$ cat config.mk
export PLATFORM = sky130hd
export DESIGN_NAME = vlset_unit
export DESIGN_NICKNAME = d
export VERILOG_FILES = /design/src/rtl/vlset_pkg.sv /design/src/rtl/vlset_decode.sv /design/src/rtl/vlset_clamp.sv /design/src/rtl/vlset_state.sv /design/src/rtl/vlset_unit.sv
export SDC_FILE = /design/constraint.sdc
export NUM_CORES = 1
export LEC_CHECK = 0
export BUFFER_PORTS_ARGS = -buffer_cell sky130_fd_sc_hd__buf_2
export CORE_MARGIN = 4
export CORE_UTILIZATION = 35
export DETAILED_ROUTE_END_ITERATION = 10
export GPL_ROUTABILITY_DRIVEN = 0
export PLACE_DENSITY = 0.65
export SLEW_MARGIN = 20
export SYNTH_ARGS = -nofsm -noshare
export SYNTH_HDL_FRONTEND = slang
export SYNTH_HIERARCHICAL = 1
export SYNTH_SLANG_ARGS = --single-unit
$ cat constraint.sdc
create_clock -name clk_i -period 1.15 [get_ports clk_i]
set_input_delay 0.115 -clock clk_i [delete_from_list [all_inputs] [get_ports clk_i]]
set_output_delay 0.115 -clock clk_i [all_outputs]
set_load 0.02 [all_outputs]
$ cat src/rtl/vlset_pkg.sv
package vlset_pkg;
  localparam int unsigned FIELD_W   = 12;
  localparam int unsigned REG_AW    = 5;
  localparam int unsigned IMM_W     = 5;
  localparam int unsigned LEN_W     = IMM_W + 1;
  localparam int unsigned CREG_W    = 3;
  localparam int unsigned CREG_BASE = 8;

  // field bit positions
  localparam int unsigned FMT_BIT   = 11;
  localparam int unsigned IMM_LSB   = 6;
  localparam int unsigned CDST_LSB  = 3;
  localparam int unsigned CSRC_LSB  = 0;
  localparam int unsigned DIR_BIT   = 5;
  localparam int unsigned WREG_LSB  = 0;

  localparam logic [LEN_W-1:0] MVL_RST = LEN_W'(1 << IMM_W);

  typedef struct packed {
    logic              nop;
    logic              rsvd;
    logic              use_src;
    logic [REG_AW-1:0] src;
    logic              wr;
    logic [REG_AW-1:0] dst;
    logic [LEN_W-1:0]  mvl;
  } vlset_dec_t;
endpackage

$ cat src/rtl/vlset_decode.sv
module vlset_decode
  import vlset_pkg::*;
(
  input  logic [FIELD_W-1:0] field_i,
  output vlset_dec_t         dec_o
);
  logic [IMM_W-1:0]  imm;
  logic [CREG_W-1:0] cdst, csrc;
  logic [REG_AW-1:0] wreg;

  assign imm  = field_i[IMM_LSB +: IMM_W];
  assign cdst = field_i[CDST_LSB +: CREG_W];
  assign csrc = field_i[CSRC_LSB +: CREG_W];
  assign wreg = field_i[WREG_LSB +: REG_AW];

  function automatic logic [REG_AW-1:0] expand_creg(input logic [CREG_W-1:0] n);
    return REG_AW'(CREG_BASE) + REG_AW'(n);
  endfunction

  always_comb begin
    dec_o         = '0;
    dec_o.mvl     = LEN_W'(imm) + LEN_W'(1);
    if (!field_i[FMT_BIT]) begin
      dec_o.nop     = (field_i[FMT_BIT-1:0] == '0);
      dec_o.use_src = (csrc != '0);
      dec_o.src     = expand_creg(csrc);
      dec_o.wr      = (cdst != '0);
      dec_o.dst     = expand_creg(cdst);
    end else if (!field_i[DIR_BIT]) begin
      dec_o.wr      = (wreg != '0);
      dec_o.dst     = wreg;
    end else begin
      dec_o.rsvd    = (wreg == '0);
      dec_o.use_src = (wreg != '0);
      dec_o.src     = wreg;
    end
  end
endmodule

$ cat src/rtl/vlset_clamp.sv
module vlset_clamp #(
  parameter int unsigned XLEN  = 32,
  parameter int unsigned LEN_W = 6
) (
  input  logic [XLEN-1:0]  req_i,
  input  logic [LEN_W-1:0] lim_i,
  output logic [LEN_W-1:0] len_o
);
  logic [XLEN-1:0] lim_ext;
  assign lim_ext = {{(XLEN-LEN_W){1'b0}}, lim_i};
  assign len_o   = (req_i < lim_ext) ? req_i[LEN_W-1:0] : lim_i;
endmodule

$ cat src/rtl/vlset_state.sv
module vlset_state
  import vlset_pkg::*;
#(
  parameter int unsigned XLEN = 32
) (
  input  logic              clk_i,
  input  logic              rst_ni,
  input  logic              valid_i,
  input  vlset_dec_t        dec_i,
  input  logic [LEN_W-1:0]  vl_next_i,
  output logic [LEN_W-1:0]  mvl_o,
  output logic [LEN_W-1:0]  vl_o,
  output logic              we_o,
  output logic [REG_AW-1:0] waddr_o,
  output logic [XLEN-1:0]   wdata_o,
  output logic              rsvd_o
);
  logic upd;
  assign upd = valid_i && !dec_i.nop && !dec_i.rsvd;

  always_ff @(posedge clk_i or negedge rst_ni) begin
    if (!rst_ni) begin
      mvl_o   <= MVL_RST;
      vl_o    <= '0;
      we_o    <= 1'b0;
      waddr_o <= '0;
      wdata_o <= '0;
      rsvd_o  <= 1'b0;
    end else begin
      we_o   <= upd && dec_i.wr;
      rsvd_o <= valid_i && dec_i.rsvd;
      if (upd) begin
        mvl_o <= dec_i.mvl;
        vl_o  <= vl_next_i;
      end
      if (upd && dec_i.wr) begin
        waddr_o <= dec_i.dst;
        wdata_o <= XLEN'(vl_next_i);
      end
    end
  end
endmodule

$ cat src/rtl/vlset_unit.sv
module vlset_unit
  import vlset_pkg::*;
#(
  parameter int unsigned XLEN = 32
) (
  input  logic               clk_i,
  input  logic               rst_ni,
  input  logic               cfg_valid_i,
  input  logic [FIELD_W-1:0] cfg_field_i,
  output logic [REG_AW-1:0]  rf_raddr_o,
  input  logic [XLEN-1:0]    rf_rdata_i,
  output logic               rf_we_o,
  output logic [REG_AW-1:0]  rf_waddr_o,
  output logic [XLEN-1:0]    rf_wdata_o,
  output logic [LEN_W-1:0]   mvl_o,
  output logic [LEN_W-1:0]   vl_o,
  output logic               rsvd_o
);
  vlset_dec_t       dec;
  logic [LEN_W-1:0] clamp_len, vl_next;

  vlset_decode u_dec (
    .field_i (cfg_field_i),
    .dec_o   (dec)
  );

  assign rf_raddr_o = (cfg_valid_i && dec.use_src) ? dec.src : '0;

  vlset_clamp #(.XLEN(XLEN), .LEN_W(LEN_W)) u_clamp (
    .req_i (rf_rdata_i),
    .lim_i (dec.mvl),
    .len_o (clamp_len)
  );

  assign vl_next = dec.use_src ? clamp_len : dec.mvl;

  vlset_state #(.XLEN(XLEN)) u_state (
    .clk_i     (clk_i),
    .rst_ni    (rst_ni),
    .valid_i   (cfg_valid_i),
    .dec_i     (dec),
    .vl_next_i (vl_next),
    .mvl_o     (mvl_o),
    .vl_o      (vl_o),
    .we_o      (rf_we_o),
    .waddr_o   (rf_waddr_o),
    .wdata_o   (rf_wdata_o),
    .rsvd_o    (rsvd_o)
  );
endmodule

=== Word-level counts from Yosys, hierarchy flattened ===
Index checks and enable logic that the tools add are counted.

* Add/subtract/negate cells: 3
* Magnitude comparators: 1
* Muxes and demuxes: 8
* Reduce and logical (&&, ||, !) cells: 12

{| class="wikitable"
|+ Operators with widths
! kind !! number
|-
| 32-bit by 6-bit < comparator with 1-bit output || 1
|-
| 6-bit two-way mux || 3
|-
| 12-bit two-way mux || 1
|-
| 11-bit logical NOT || 1
|-
| 4-bit by 3-bit adder with 5-bit output (first input constant) || 2
|-
| 7-bit two-way mux || 1
|-
| 5-bit by 1-bit adder with 6-bit output (second input constant) || 1
|-
| 3-bit nonzero test || 2
|-
| 1-bit logical AND || 5
|-
| 5-bit logical NOT || 1
|-
| 5-bit two-way mux || 1
|-
| 5-bit nonzero test || 1
|-
| 1-bit logical NOT || 2
|-
| 1-bit two-way mux || 2
|}

* Bits in registers: 25
* Input port bits: 47
* Output and inout port bits: 56
* Logic and storage cells: 30

=== Logic depth before layout (Yosys ltp) ===
Gate-level depths: netlist of the first run.

* Word-level depth: 6
* Depth in mapped cells: 11
* Gate-level depth less buffers: 11

=== Modules after synthesis ===
Netlist of the first run, hierarchy kept.

{| class="wikitable"
|+ Modules (own cells, without submodules)
! module !! times used !! cells an instance !! area an instance (sq um) !! sequential area each (sq um)
|-
| vlset_state || 1 || 80 || 1,168.6 || 626.9
|-
| vlset_clamp || 1 || 31 || 261.5 || 0.0
|-
| vlset_decode || 1 || 38 || 245.2 || 0.0
|-
| vlset_unit || 1 || 12 || 135.1 || 0.0
|}

=== Worst setup path before layout of the first run ===
Ideal clock, no wire load.

* Path kind: input to register
* Start point: input port cfg_field_i[6]
* End point: register u_state.vl_o[3]
* Setup time: 125 ps
* Arrival: 2,323 ps
* Required time: 1,025 ps
* Setup slack: -1,297 ps
* Cell stages on the path: 11
* Buffers on the path: 0
* Cells stage by stage: ha_1 -> nand3_1 -> xnor2_1 -> inv_1 -> ha_1 -> a211oi_1 -> and4_2 -> o311a_2 -> mux2_2 -> mux2_2 -> mux2_2

{| class="wikitable"
|+ RTL lines
! item !! line !! text
|-
| start, declared || vlset_unit.sv:9 || <nowiki>input logic [FIELD_W-1:0] cfg_field_i,</nowiki>
|-
| end signal, assigned || vlset_state.sv:34 || <nowiki>vl_o <= vl_next_i;</nowiki>
|-
| end, declared || vlset_state.sv:12 || <nowiki>output logic [LEN_W-1:0] vl_o,</nowiki>
|}

==> results of run 1 <==
-- per-stage QoR --
| stage | cells | setup slack [ns] | util |
|---|---|---|---|
| floorplan | 186 | -1.153 | - |
| global placement | 329 | -1.382 | 0.5054 |
| detailed placement | 329 | -1.425 | 0.5054 |
| CTS | 337 | -1.072 | 0.5764 |
| global route | 339 | -1.124 | 0.6008 |
| finish | 339 | -1.072 | 0.6008 |
-- Yosys cell counts, types with 2 or more instances --
library cell and number:
a22o_1 2, and2_1 4, and3_2 5, and4_1 3, buf_4 27, buf_6 2, dfrtp_1 24, ha_1 7
inv_1 10, mux2_1 5, mux2_2 16, mux2_4 14, nand2_1 3, nand2b_1 3, nand3_1 2, nor2_1 5
nor3_1 2, nor4_1 5, o21ai_0 3, xnor2_1 2
-- power groups by stage --
stage | Sequential, uW | Clock (uW) | Combinational, uW
4_1_cts | 1080 | 534 | 1220
5_1_grt | 1100 | 580 | 1350
6_report | 1080 | 509 | 1270
3_3_place_gp | 1090 | 0 | 1050
2_1_floorplan | 1250 | 0 | 553
3_5_place_dp | 1090 | 0 | 1060
-- routing by layer --
layer | vias up | track usage | routed length (um)
li1 | 739 | - | -
met1 | 746 | 0.1885 | 2193
met2 | 59 | 0.2724 | 2574
met3 | 3 | 0.03499 | 313
met4 | 0 | 0.02196 | 21
met5 | - | 0 | 0
-- sequential cells by signal, indices dropped and copies added, names as in the netlist --
name             flops
u_state/mvl_o        6
u_state/vl_o         6
u_state/wdata_o      6
u_state/waddr_o      5
u_state/rsvd_o       1
u_state/we_o         1
-- layout make-up --
class / instances / area [um2] / area share
Sequential cell: 25 / 626.9 / 0.2138
Tap cell: 67 / 83.83 / 0.02860
Timing Repair Buffer: 112 / 834.6 / 0.2847
Clock buffer: 4 / 45.04 / 0.01536
Multi-Input combinational cell: 121 / 1301 / 0.4439
Inverter: 10 / 40.04 / 0.01366
-- cells in the final DEF, fill, tap and decap left out, types with 5 or more instances in the layout --
cell type / netlist / routed
buf_4: 27 / 23
conb_1: 1 / 26
buf_6: 2 / 13
mux2_4: 14 / 35
nor4_1: 5 / 5
dfrtp_1: 24 / 24
and3_4: 0 / 5
buf_2: 0 / 63
inv_1: 10 / 7
-- worst min path at each step --
stage | endpoint | slack (ns) | cells past startpoint
6_report | u_state/rsvd_o$_DFF_PN0_ | 0.25 | 3
3_5_place_dp | u_state/rsvd_o$_DFF_PN0_ | 0.15 | 1
3_3_place_gp | u_state/waddr_o[4]$_DFFE_PN0P_ | 0.14 | 1
2_1_floorplan | u_state/mvl_o[0]$_DFFE_PN0P_ | -0.18 | 0
4_1_cts | u_state/rsvd_o$_DFF_PN0_ | 0.24 | 3
5_1_grt | u_state/rsvd_o$_DFF_PN0_ | 0.24 | 3
-- cells by family (layout without fill, tap and decap cells) --
group / count (synthesis) / in the layout / synth area share
flip-flops: 25 / 25 / 0.3462
multiplexers: 35 / 35 / 0.2467
AND/OR/NAND/NOR: 39 / 39 / 0.1451
other: 1 / 26 / 0.002071
AO/OA/AOI/OAI: 11 / 11 / 0.04906
adder cells (fa/ha/maj): 7 / 7 / 0.04837
buffers and inverters: 40 / 126 / 0.1479
XOR/XNOR: 3 / 3 / 0.01452
-- what timing repair did --
| action | 4_1_cts | 5_1_grt |
|---|---|---|
| endpoints found under the hold margin | 24 | 0 |
| gates cloned | 1 | 1 |
| gates resized for setup | 61 | 28 |
| hold buffers | 1 | 0 |
| pin swaps | 12 | 11 |
| endpoints found under the setup margin | 29 | 28 |
| setup buffers | 2 | 2 |
==> results by group, run 1 <==
Hold path
  – HP Class: input pin to flop
  – Hold path startpoint: cfg_valid_i

Route
  – Avg WL per Cell: around 15 um
  – DRC: 0
  – DR vias: approximately 1500
  – WL final: approximately 5.1 mm
  – Initial DRC count: 22
  – Avg Vias per Cell: 4.563
  – DRT Pass-1 Iters: 3
  – DRT antenna net count: 0

Global route
  – First-pass GRT wire length: 7.596 mm
  – Vias in the first global route: 1565
  – Initial antenna violation count: 0
  – Global route overflow: 0
  – Pin count of the biggest net entering global routing: 26
  – GRT Total Usage: 0.1521

Critical path
  – Crit end category: flop
  – Worst EP arrival: 2.38 ns
  – Critical path class: input pin to flop
  – Crit Reg-Reg Endpoint: u_state/mvl_o[3]$_DFFE_PN0P_
  – CP Buf/Inv Count: 2
  – Top Family by Delay on Critical Path: multiplexers
  – Critical Path Stages: 11
  – Cells along the critical path: buf_12 > ha_4 > nand3_4 > xnor2_2 > inv_2 > ha_4 > o2111ai_2 > o311a_4 > mux2_4 > mux2_4 > mux2_4
  – Top cell by count, worst path: mux2_4
  – Worst Path Max Fanout: 6
  – FF-to-FF path depth: 1
  – Critical Path RT: 1.31 ns
  – Critical path startpoint: cfg_field_i[6]
  – Crit path to: u_state/vl_o[2]$_DFFE_PN0P_
  – RR Startpoint: u_state/mvl_o[3]$_DFFE_PN0P_
  – CP max stage cell: o311a_4
  – Worst Setup Start Kind: input pin
  – Flop2flop setup slack: 0.37 ns
  – Max incr delay on CP: 0.47 ns

Die
  – Initial Utilization: 0.3710
  – IO Pins: around 100
  – Die Ht: 79.92 um
  – FP Rows: 25
  – Core area: 4880 um2
  – Die width: around 80 um
  – Die Area: 6387 um2

Final layout
  – Share of cells above drive strength 1: 0.6654
  – Filler cells: 411
  – Final instance area: 2932 um2
  – Area growth, synth to finish: 61.92%
  – Fin nets: roughly 330
  – ANT cells: 0

STA
  – Hold Vio Cnt, Final: 0
  – RSZ-0062 raised after global routing: true
  – Part of the cycle the worst path needs: 1.932
  – Final worst setup slack: -1.072 ns
  – Worst relative slew slack: 0.6050
  – Min cycle time layout: 2.222 ns
  – Fin Hold WS: roughly 0.25 ns
  – Fin Setup TNS: -16.03 ns
  – Clk_skew: 0 ns
  – Worst Tran Pin Value: 0.5925 ns
  – Setup violators final: 26
  – Max frequency: 450.1 MHz
  – Slew Viols, Final: 0

Logic synthesis
  – Avg Cell Area, Syn: ~11 um2
  – Sequential share of the synthesized area: 0.3462
  – Mapped Area: 1810 um2
  – Synth warn: 6
  – Top area cells in the synthesized netlist: dfrtp_1 33%, mux2_4 12%, buf_4 11%
  – Main synth FF type: dfrtp_1
  – Top cell type by total area after synthesis: dfrtp_1
  – Yosys reg bits: 25
  – EDFF count, synth: 0
  – Post-synthesis instance total: around 160
  – Share of the synthesized area in the top cell type: 0.3317
  – Async set-reset flop share out of synthesis: 1.000
  – Yosys cell types: 37

Power
  – Switching Share: 0.3352
  – Seq pwr share: 0.378
  – Int Power: ~1900 uW
  – Power share of the combinational group: 0.445
  – NetSw: 959.5 uW
  – Leakage power: about 0.0015 uW
  – Clock share of power: 0.178
  – Pwr dens: 976.5 nW/um2
  – Worst VDD drop: 0.8378 mV
  – Total power draw: 2863 uW

CTS
  – Latest clock arrival within the worst-skew pair: 0.26 ns
  – Max Root-Sink Buffers: 2
  – TritonCTS buffer count: 3
  – CTS H-tree lvls: 1
  – CTS tree: built
  – Clock sinks: 25
  – Clk root buf: clkbuf_8
  – Clock transition at path regs: about 0.08 ns

Outcome
  – Failing checks: negative setup slack
  – Run status: complete, but fails checks

Run
  – Max-Cap Viols: 0

Place
  – Detail Placement HPWL: 3.664 mm
  – Port bufs: 76
  – Area post-placement: ~2500 um2
No activity file was read; power rests on OpenSTA's default activity.
==> inputs of run 2 (changes only) <==
PLACE_DENSITY = 0.68   (was 0.65)
clock period = 1.8 ns   (was 1.15 ns; I/O delays follow)
==> run 2 against run 1 <==
Effect of this change: the flow still finishes with violations (negative setup slack); routed wire length fell by 11%; first-iteration DRC count rose by 130%; cell area fell by 12%; final cell count fell by 4.4%; core utilization fell by 7.1 points; worst setup slack improved by 0.57 ns; sequential cell count did not move.
==> results by group, run 2 (synthesis results as in run 1) <==
Die
  – FP Rows: 25
  – Initial Utilization: 0.3710
  – IO Pins: 103
  – Die Area: 6387 um2
  – Core area: 4880 um2
  – Die Ht: 79.92 um
  – Die width: 79.92 um

Route
  – DRC: 0
  – Initial DRC count: 51
  – DRT antenna net count: 0
  – WL final: between 4 and 5 mm
  – DRT Pass-1 Iters: 4
  – DR vias: 1446
  – Avg Vias per Cell: approximately 4.5
  – Avg WL per Cell: 13.94 um

CTS
  – TritonCTS buffer count: 3
  – Clk root buf: clkbuf_8
  – Clock sinks: 25
  – Clock transition at path regs: 0.08 ns
  – Max Root-Sink Buffers: 2
  – Latest clock arrival within the worst-skew pair: 0.26 ns
  – CTS H-tree lvls: 1
  – CTS tree: built

STA
  – Part of the cycle the worst path needs: 1.276
  – Worst Tran Pin Value: about 0.55 ns
  – Final worst setup slack: -0.4966 ns
  – RSZ-0062 raised after global routing: true
  – Worst relative slew slack: 0.6350
  – Setup violators final: 12
  – Clk_skew: 0 ns
  – Hold Vio Cnt, Final: 0
  – Min cycle time layout: 2.297 ns
  – Slew Viols, Final: 0
  – Max frequency: approximately 440 MHz
  – Fin Setup TNS: -5.852 ns

Critical path
  – CP max stage cell: mux2_4
  – CP Buf/Inv Count: 2
  – Worst Setup Start Kind: input pin
  – Top Family by Delay on Critical Path: multiplexers
  – Critical path startpoint: cfg_field_i[7]
  – Cells along the critical path: buf_8 > ha_4 > nand3_4 > xnor2_4 > inv_2 > ha_4 > a211oi_2 > and4_4 > o311a_4 > mux2_4 > mux2_4 > mux2_4
  – Worst EP arrival: 2.45 ns
  – Top cell by count, worst path: mux2_4
  – FF-to-FF path depth: 1
  – Flop2flop setup slack: 1.02 ns
  – RR Startpoint: u_state/wdata_o[4]$_DFFE_PN0P_
  – Critical Path RT: 1.95 ns
  – Worst Path Max Fanout: 6
  – Max incr delay on CP: 0.31 ns
  – Crit Reg-Reg Endpoint: u_state/wdata_o[4]$_DFFE_PN0P_
  – Critical path class: input pin to flop
  – Crit end category: flop

Power
  – Total power draw: 1709 uW
  – Leakage power: 0.001353 uW
  – Worst VDD drop: 0.2873 mV
  – Pwr dens: 661.0 nW/um2

Global route
  – GR Util met2: 0.2508
  – Initial antenna violation count: 0
  – GR Util met3: 0.03837
  – Grt met1 use: 0.1619
  – First-pass GRT wire length: a little over 7 mm
  – Vias in the first global route: 1533
  – GRT Total Usage: 0.1401
  – GRT busiest layer: met2
  – Global route overflow: 0
  – Pin count of the biggest net entering global routing: 26

Final layout
  – Fin nets: 312
  – Most common cell after layout, fill and taps aside: buf_2
  – Finished Layout Cells: approximately 320
  – Biggest regs: u_state/mvl_o (6), u_state/vl_o (6), u_state/wdata_o (6)
  – Final Core Density: 0.5297
  – Most frequent cells in the layout: 73 x buf_2, 28 x mux2_4, 26 x conb_1
  – ANT cells: 0
  – Share of cells above drive strength 1: 0.6148
  – Area growth, synth to finish: 42.78%

Hold path
  – Cells on Worst Hold Path: 2
  – Hold path startpoint: cfg_valid_i
  – Hold Path Sink: u_state/rsvd_o$_DFF_PN0_
  – HP Class: input pin to flop

Place
  – Dpl cells: 318
  – Detail Placement HPWL: ~3.5 mm
  – Port bufs: 76

Outcome
  – Failing checks: negative setup slack
  – Run status: complete, but fails checks

Run
  – Max-Cap Viols: 0
## run 2: changes by cell type in the layout (fill, tap and decap cells not counted), sizes merged
cell	previous run	this run
buf	108	96
clkbuf	7	3
clkinv	0	1
## run 2: final cells by class
| class | count | area [um2] |
|---|---|---|
| fillers | 471 | 2295 |
| clock buffers | 3 | 41.29 |
| multi-input cells | 121 | 1227 |
| repair buffers | 97 | 563.0 |
| well taps | 67 | 83.83 |
| inverters | 10 | 37.54 |
| flip-flops and latches | 25 | 626.9 |
| clock inverters | 1 | 5.005 |
## run 2: routing by layer
metal | part of all wire | routed length, um | vias to the layer above
met5 | 0 | 0 | -
met1 | 0.40 | 1803 | 673
li1 | - | - | 712
met2 | 0.53 | 2408 | 53
met3 | 0.056 | 254 | 8
met4 | 0.011 | 51 | 0
## run 2: through the flow
| stage | worst slack (ns) | cell area, um2 | hold WS [ns] |
|---|---|---|---|
| after global placement | -0.7930 | 2344 | 0.2008 |
| after floorplan | -0.5684 | 1967 | -0.1156 |
| after global routing | -0.5195 | 2585 | 0.2293 |
| after CTS | -0.4638 | 2536 | 0.2273 |
| final | -0.4966 | 2585 | 0.2383 |
| after detailed placement | -0.8090 | 2344 | 0.2074 |
## run 2: worst max-delay path by stage
stage	depth (start not counted)	end
6_report	12	u_state/vl_o[2]$_DFFE_PN0P_
4_1_cts	12	u_state/vl_o[5]$_DFFE_PN0P_
5_1_grt	12	u_state/vl_o[2]$_DFFE_PN0P_
3_3_place_gp	12	u_state/wdata_o[5]$_DFFE_PN0P_
2_1_floorplan	11	u_state/vl_o[3]$_DFFE_PN0P_
3_5_place_dp	11	u_state/vl_o[3]$_DFFE_PN0P_
## run 2: report_power, final
part | total, uW | leakage (uW) | internal [uW] | switching, uW
combinational | 702 | 0.00103 | 336 | 366
sequential | 688 | 0.000302 | 644 | 43.3
clock | 319 | 0.0000255 | 154 | 165
## run 2: repair_timing
action / 4_1_cts / 5_1_grt
hold buffers: 1 / 0
setup endpoints to repair: 12 / 12
resized for setup: 32 / 5
hold endpoints to repair: 24 / 0
buffers inserted: 0 / 1
pin swaps: 7 / 3
